## src/rtl/nru_pkg.sv

```systemverilog
// Package: shared types for the NRU replacement selector.
// Assumes: nothing beyond a one-bit choice of fill source.
package nru_pkg;
    typedef enum logic {
        FILL_AUTO   = 1'b0,
        FILL_FORCED = 1'b1
    } fill_src_e;
endpackage

```

## src/rtl/nru_find_first.sv

```systemverilog
// Module: nru_find_first
// Picks the lowest index whose used flag is 0. It returns the pick as a
// one-hot vector and as a binary index.
// Assumes: all-ones input gives a zero one-hot vector and index 0. The
// caller masks that case.
module nru_find_first #(
    parameter int NUM_WAYS = 4,
    localparam int IDX_W = (NUM_WAYS > 1) ? $clog2(NUM_WAYS) : 1
) (
    input  logic [NUM_WAYS-1:0] flags,
    output logic [NUM_WAYS-1:0] pick_oh,
    output logic [IDX_W-1:0]    pick_idx
);
    logic [NUM_WAYS:0] free_below;

    assign free_below[0] = 1'b0;

    // Priority chain: an entry wins if it is free and no lower entry is free.
    for (genvar g = 0; g < NUM_WAYS; g++) begin : g_chain
        assign pick_oh[g]      = ~flags[g] & ~free_below[g];
        assign free_below[g+1] = free_below[g] | ~flags[g];
    end

    // One-hot to binary encoder.
    always_comb begin
        pick_idx = '0;
        for (int i = 0; i < NUM_WAYS; i++) begin
            if (pick_oh[i]) pick_idx = pick_idx | IDX_W'(i);
        end
    end
endmodule

```

## src/rtl/nru_set_mask.sv

```systemverilog
// Module: nru_set_mask
// Turns the hit index and the fill index of this cycle into one mask of
// entries to mark as used.
// Assumes: both indices are below NUM_WAYS. Hit and fill may name the same
// entry.
module nru_set_mask #(
    parameter int NUM_WAYS = 4,
    localparam int IDX_W = (NUM_WAYS > 1) ? $clog2(NUM_WAYS) : 1
) (
    input  logic                hit_valid,
    input  logic [IDX_W-1:0]    hit_way,
    input  logic                fill_valid,
    input  logic [IDX_W-1:0]    fill_target,
    output logic [NUM_WAYS-1:0] mark
);
    // Per-entry decode of both access sources.
    for (genvar g = 0; g < NUM_WAYS; g++) begin : g_dec
        assign mark[g] = (hit_valid  && (hit_way     == IDX_W'(g))) ||
                         (fill_valid && (fill_target == IDX_W'(g)));
    end
endmodule

```

## src/rtl/nru_used_reg.sv

```systemverilog
// Module: nru_used_reg
// Holds the used flags. It ORs in this cycle's marks. When the flags are
// all ones it wipes them, keeping only this cycle's marks.
// Assumes: synchronous active-low reset.
module nru_used_reg #(
    parameter int NUM_WAYS = 4
) (
    input  logic                clk,
    input  logic                rst_n,
    input  logic [NUM_WAYS-1:0] mark,
    output logic [NUM_WAYS-1:0] used,
    output logic                all_set
);
    logic [NUM_WAYS-1:0] used_q;
    logic [NUM_WAYS-1:0] used_d;

    assign all_set = &used_q;
    assign used    = used_q;

    // Next state: the wipe wins over old flags but never over new marks.
    always_comb begin
        if (all_set) used_d = mark;
        else         used_d = used_q | mark;
    end

    // Flag register with synchronous reset.
    always_ff @(posedge clk) begin
        if (!rst_n) used_q <= '0;
        else        used_q <= used_d;
    end

    // every entry marked in a cycle is set after the edge.
    p_mark_sticks_r2: assert property (@(posedge clk) disable iff (!rst_n)
        (mark != '0) |=> ((used_q & $past(mark)) == $past(mark)));

    // a full set keeps only the marks of the wipe cycle.
    p_full_wipe_r4: assert property (@(posedge clk) disable iff (!rst_n)
        (&used_q) |=> (used_q == $past(mark)));

    // flags never drop while the set is not full.
    p_no_drop_r9: assert property (@(posedge clk) disable iff (!rst_n)
        !(&used_q) |=> ((used_q & $past(used_q)) == $past(used_q)));
endmodule

```

## src/rtl/nru_victim_sel.sv

```systemverilog
// Module: nru_victim_sel
// NRU replacement selector for one TLB set. It tracks the used flags,
// offers a find-first victim on a miss, and marks entries on hits and fills.
// Assumes: at most one hit and one fill per cycle. The offered victim is
// valid while the miss input is high.
module nru_victim_sel #(
    parameter int NUM_WAYS = 4,
    localparam int IDX_W = (NUM_WAYS > 1) ? $clog2(NUM_WAYS) : 1
) (
    input  logic                clk,
    input  logic                rst_n,
    input  logic                hit_valid,
    input  logic [IDX_W-1:0]    hit_way,
    input  logic                fill_valid,
    input  logic                fill_force,
    input  logic [IDX_W-1:0]    fill_way,
    input  logic                miss,
    output logic [NUM_WAYS-1:0] victim_oh,
    output logic [IDX_W-1:0]    victim_idx,
    output logic [NUM_WAYS-1:0] used_bits
);
    import nru_pkg::*;

    logic [NUM_WAYS-1:0] used_w;
    logic                full_w;
    logic [NUM_WAYS-1:0] eff_flags;
    logic [NUM_WAYS-1:0] pick_oh;
    logic [IDX_W-1:0]    pick_idx;
    logic [IDX_W-1:0]    fill_target;
    logic [NUM_WAYS-1:0] mark;
    fill_src_e           fill_src;

    // A full set is seen as already wiped, so the pick falls to entry 0.
    assign eff_flags = full_w ? '0 : used_w;
    assign fill_src  = fill_force ? FILL_FORCED : FILL_AUTO;

    // Choose where a fill lands.
    always_comb begin
        if (fill_src == FILL_FORCED) fill_target = fill_way;
        else                         fill_target = pick_idx;
    end

    nru_find_first #(.NUM_WAYS(NUM_WAYS)) ff_i (
        .flags    (eff_flags),
        .pick_oh  (pick_oh),
        .pick_idx (pick_idx)
    );

    nru_set_mask #(.NUM_WAYS(NUM_WAYS)) mask_i (
        .hit_valid   (hit_valid),
        .hit_way     (hit_way),
        .fill_valid  (fill_valid),
        .fill_target (fill_target),
        .mark        (mark)
    );

    nru_used_reg #(.NUM_WAYS(NUM_WAYS)) reg_i (
        .clk     (clk),
        .rst_n   (rst_n),
        .mark    (mark),
        .used    (used_w),
        .all_set (full_w)
    );

    // Output drive: the victim is shown only during a miss.
    assign victim_oh  = miss ? pick_oh : '0;
    assign victim_idx = pick_idx;
    assign used_bits  = used_w;

    // a miss always gets exactly one victim.
    p_one_victim_r5: assert property (@(posedge clk) disable iff (!rst_n)
        miss |-> ($countones(victim_oh) == 1));

    // the victim is a free entry unless the set is full.
    p_victim_free_r5: assert property (@(posedge clk) disable iff (!rst_n)
        (miss && !(&used_bits)) |-> ((victim_oh & used_bits) == '0));

    // a full set offers entry 0.
    p_full_pick_zero_r6: assert property (@(posedge clk) disable iff (!rst_n)
        (miss && (&used_bits)) |-> (victim_oh[0] && victim_idx == '0));

    // a forced fill marks the named way.
    p_forced_fill_r7: assert property (@(posedge clk) disable iff (!rst_n)
        (fill_valid && fill_force) |=> used_bits[$past(fill_way)]);
endmodule

```

## config.mk

```make
export PLATFORM = sky130hd
export DESIGN_NAME = nru_victim_sel
export DESIGN_NICKNAME = d
export VERILOG_FILES = /design/src/rtl/nru_pkg.sv /design/src/rtl/nru_find_first.sv /design/src/rtl/nru_set_mask.sv /design/src/rtl/nru_used_reg.sv /design/src/rtl/nru_victim_sel.sv
export SDC_FILE = /design/constraint.sdc
export NUM_CORES = 1
export LEC_CHECK = 0
export ABC_AREA = 1
export BUFFER_PORTS_ARGS = -buffer_cell sky130_fd_sc_hd__buf_2
export CAP_MARGIN = 10
export CORE_AREA = 10 10 47 49
export CTS_BUF_LIST = sky130_fd_sc_hd__clkbuf_16
export DETAILED_ROUTE_END_ITERATION = 6
export DIE_AREA = 0 0 57 59
export SLEW_MARGIN = 40
export SYNTH_ARGS = -nofsm -noshare
export SYNTH_HDL_FRONTEND = slang
export SYNTH_SLANG_ARGS = --single-unit
```

## constraint.sdc

```tcl
create_clock -name clk -period 1.3 [get_ports clk]
set_input_delay 0.13 -clock clk [delete_from_list [all_inputs] [get_ports clk]]
set_output_delay 0.13 -clock clk [all_outputs]
set_load 0.05 [all_outputs]
```

==> impl_results.md <==
- Critical path endpoint category: primary output
- Slew @ Worst Pin: 0.259 ns
- Largest net degree at the start of global routing: 7
- Met1 Use GR: 0.0558
- Die Area: about 3400 um^2
- Max incr delay on CP: 0.36 ns
- DRC violations left: 0
- Final instance area: 701 um^2
- GRT Resource Usage Total: 0.0631
- Data required, critical path: 1.17 ns
- Post-synth top flop: dfxtp_1
- Psw: 250 uW
- Top post-synthesis cells by area: nand2_1, dfxtp_1, inv_1, nand3_1, a21oi_1
- Synthesized cell area: 328 um^2
- Critical path's top delay family: buffers and inverters
- Sequential Power Share: 0.179
- First DRT Iteration DRCs: 3
- Vias per inst: about 4.4
- Nets@finish: 104
- Pwr dens: approximately 1200 nW/um^2
- Synthesized flop and latch total: 4
- Initial Util: 0.234
- CTS max path bufs: 2
- Number of global-route vias before repair: 462
- Status: complete, no violations
- Combinational power share: 0.275
- Grt total ovfl: 0
- Yosys top cell by area: nand2_1
- Max reg flops: 4
- TritonCTS clock tree: yes
- Final hold violation count: 0
- Die Span Y: 59 um
- Later-pin clock latency in the skew report: 0.22 ns
- H-tree levels: 1
- Worst slew margin: 0.829
- First-pass DRT Iterations: 4
- Dpl ws: 0.0445 ns
- ANT nets after route: 0
- Crit Path Max Fanout: 6
- Worst setup path class: reg2out
- Maximum vdd drop: 0.000886 V
- CP max-delay cell: dfxtp_4
- Vias: 472
- Met3 Usage GRT: 0.0322
- Clock Power Share: 0.545
- WL final: 1.14 mm
- Syn Nets: 72
- Layout cells sized above 1: 0.543
- Leakage: just under 0.0004 uW
- Clock Pin Slew Worst Setup and Hold Paths: 0.03 ns
- WL/cell: 10.6 um
- Seq/Total Area, Yosys: 0.244
- Unrepaired setup endpoints after global routing: true
- Clock sink count: 4
- Sw frac: 0.289
- Hold slack: 0.180 ns
- Final min period: 1.27 ns
- Ys Warns: 0
- Crit-path cells: buf_4 -> nor3_2 -> buf_2
- Cells after Synth: 62
- GPL Wtd Cong: ~0.68
- Hold_buf cts: 0
- Yosys cell types: 12
- Final WS setup: approximately 0.031 ns
- Avg Inst Size Synth: 5.29 um^2
- CTS Root Cell: clkbuf_16
- Core footprint: 1400 um^2
- Startpoint types: register
- Ant. Diodes: 0
- Num rows: 14
- Final HPWL DP: between 800 and 900 um
- First-pass GRT wire length: around 1.8 mm
- Met2 Use GR: 0.118
- Min-delay worst type: in2reg
- Yosys top cell area share: 0.263
- Initial antenna violation count: 0
- Post-Route Skew: 0.00116 ns
- IO Count: 20
- GR peak layer: met2
- Endpoints failing setup: 0
- IO buf count: 19
- Most common cell in the synthesized netlist: nand2_1
- Critical Path AT: 1.14 ns
- TritonCTS buffer count: 3
- Fmax: just under 800 MHz
- Die Span X: roughly 57 um
- Area growth, synth to finish: 114%
- Crit path buf inv count: 2
- Final Max Tran Viols: 0
- Post-synth top cells: nand2_1, inv_1, nand3_1
- Post-synth EDFFs: 0
- Placed Area: about 500 um^2
- Asr flop ratio synth: 0
- Final Cycle Share: 0.976
- Cell-internal power: 613 uW
- Max-cap viol count: 0
cells by family after synthesis:
group / Yosys count / synth area share
AND/OR/NAND/NOR: 38 / 0.492
buffers and inverters: 14 / 0.160
flip-flops: 4 / 0.244
AO/OA/AOI/OAI: 6 / 0.103
power groups by stage:
stage                     Clock, uW  Combinational (uW)  Sequential [uW]
after CTS                       479                 212              151
after detailed placement          0                 186              152
after floorplan                   0                99.6              186
after global placement            0                 185              151
after global routing            492                 256              156
final                           471                 237              155
worst register-to-register path, stage by stage (launching register included):
cell     delay (ns)
dfxtp_4        0.36
nand2_4        0.06
inv_4          0.07
nand3_4        0.08
buf_4          0.15
buf_4          0.12
nand2_1        0.05
nand2_1        0.04
inv_1          0.05
a21oi_1        0.05
final timing paths:
| check | start | slack (ns) | end | depth (start not counted) |
|---|---|---|---|---|
| max reg2reg | reg_i.used[1]$_SDFF_PN0_ | 0.17 | reg_i.used[2]$_SDFF_PN0_ | 9 |
| min | rst_n | 0.18 | reg_i.used[3]$_SDFF_PN0_ | 3 |
| max | reg_i.used[2]$_SDFF_PN0_ | 0.03 | victim_oh[2] | 3 |
| min reg2reg | reg_i.used[3]$_SDFF_PN0_ | 0.61 | reg_i.used[3]$_SDFF_PN0_ | 4 |
metrics by stage:
step,util,total power [uW],instances,TNS [ns]
floorplan,-,286,62,-0.0576
global placement,0.349,336,99,0
detailed placement,0.349,338,99,0
CTS,0.442,843,104,0
global route,0.500,904,108,-0.0394
finish,0.500,863,108,0
cells in the final DEF, fill, tap and decap left out:
cell        synthesis  layout
or2_1               1       1
buf_2               0      14
nand3_1             7       6
a21oi_2             1       1
buf_6               0       3
a21oi_1             4       4
nand3_2             1       1
nand2_1            23      18
buf_4               0       7
o21ai_1             1       1
nand2_2             0       1
nand3_4             0       1
clkinvlp_4          0       1
inv_2               1       1
dfxtp_2             0       1
inv_1              13      11
inv_4               0       1
nor2_4              0       1
clkbuf_4            0       1
buf_8               0       2
nor2_1              5       1
dfxtp_4             0       3
nor3_2              0       1
clkbuf_16           0       3
nand2_4             0       4
nor2_2              0       3
area by class of cell:
class                   count  area (um^2)
well taps                  16         20.0
fillers                   154          701
clock buffers               3         75.1
inverters                  14         58.8
multi-input cells          44          260
repair buffers             27          194
flip-flops and latches      4         92.6
layer usage:
layer | up-vias | share of wire
met4 | 0 | 0
met2 | 8 | 0.56
met3 | 0 | 0.068
met1 | 213 | 0.37
met5 | - | 0
li1 | 251 | -
timing repair:
item,in CTS,in global routing
resized for setup,13,14
setup buffers,2,4
pin swaps,1,3
setup endpoints to repair,4,4
Note: power is estimated with default switching activity, not from simulation.
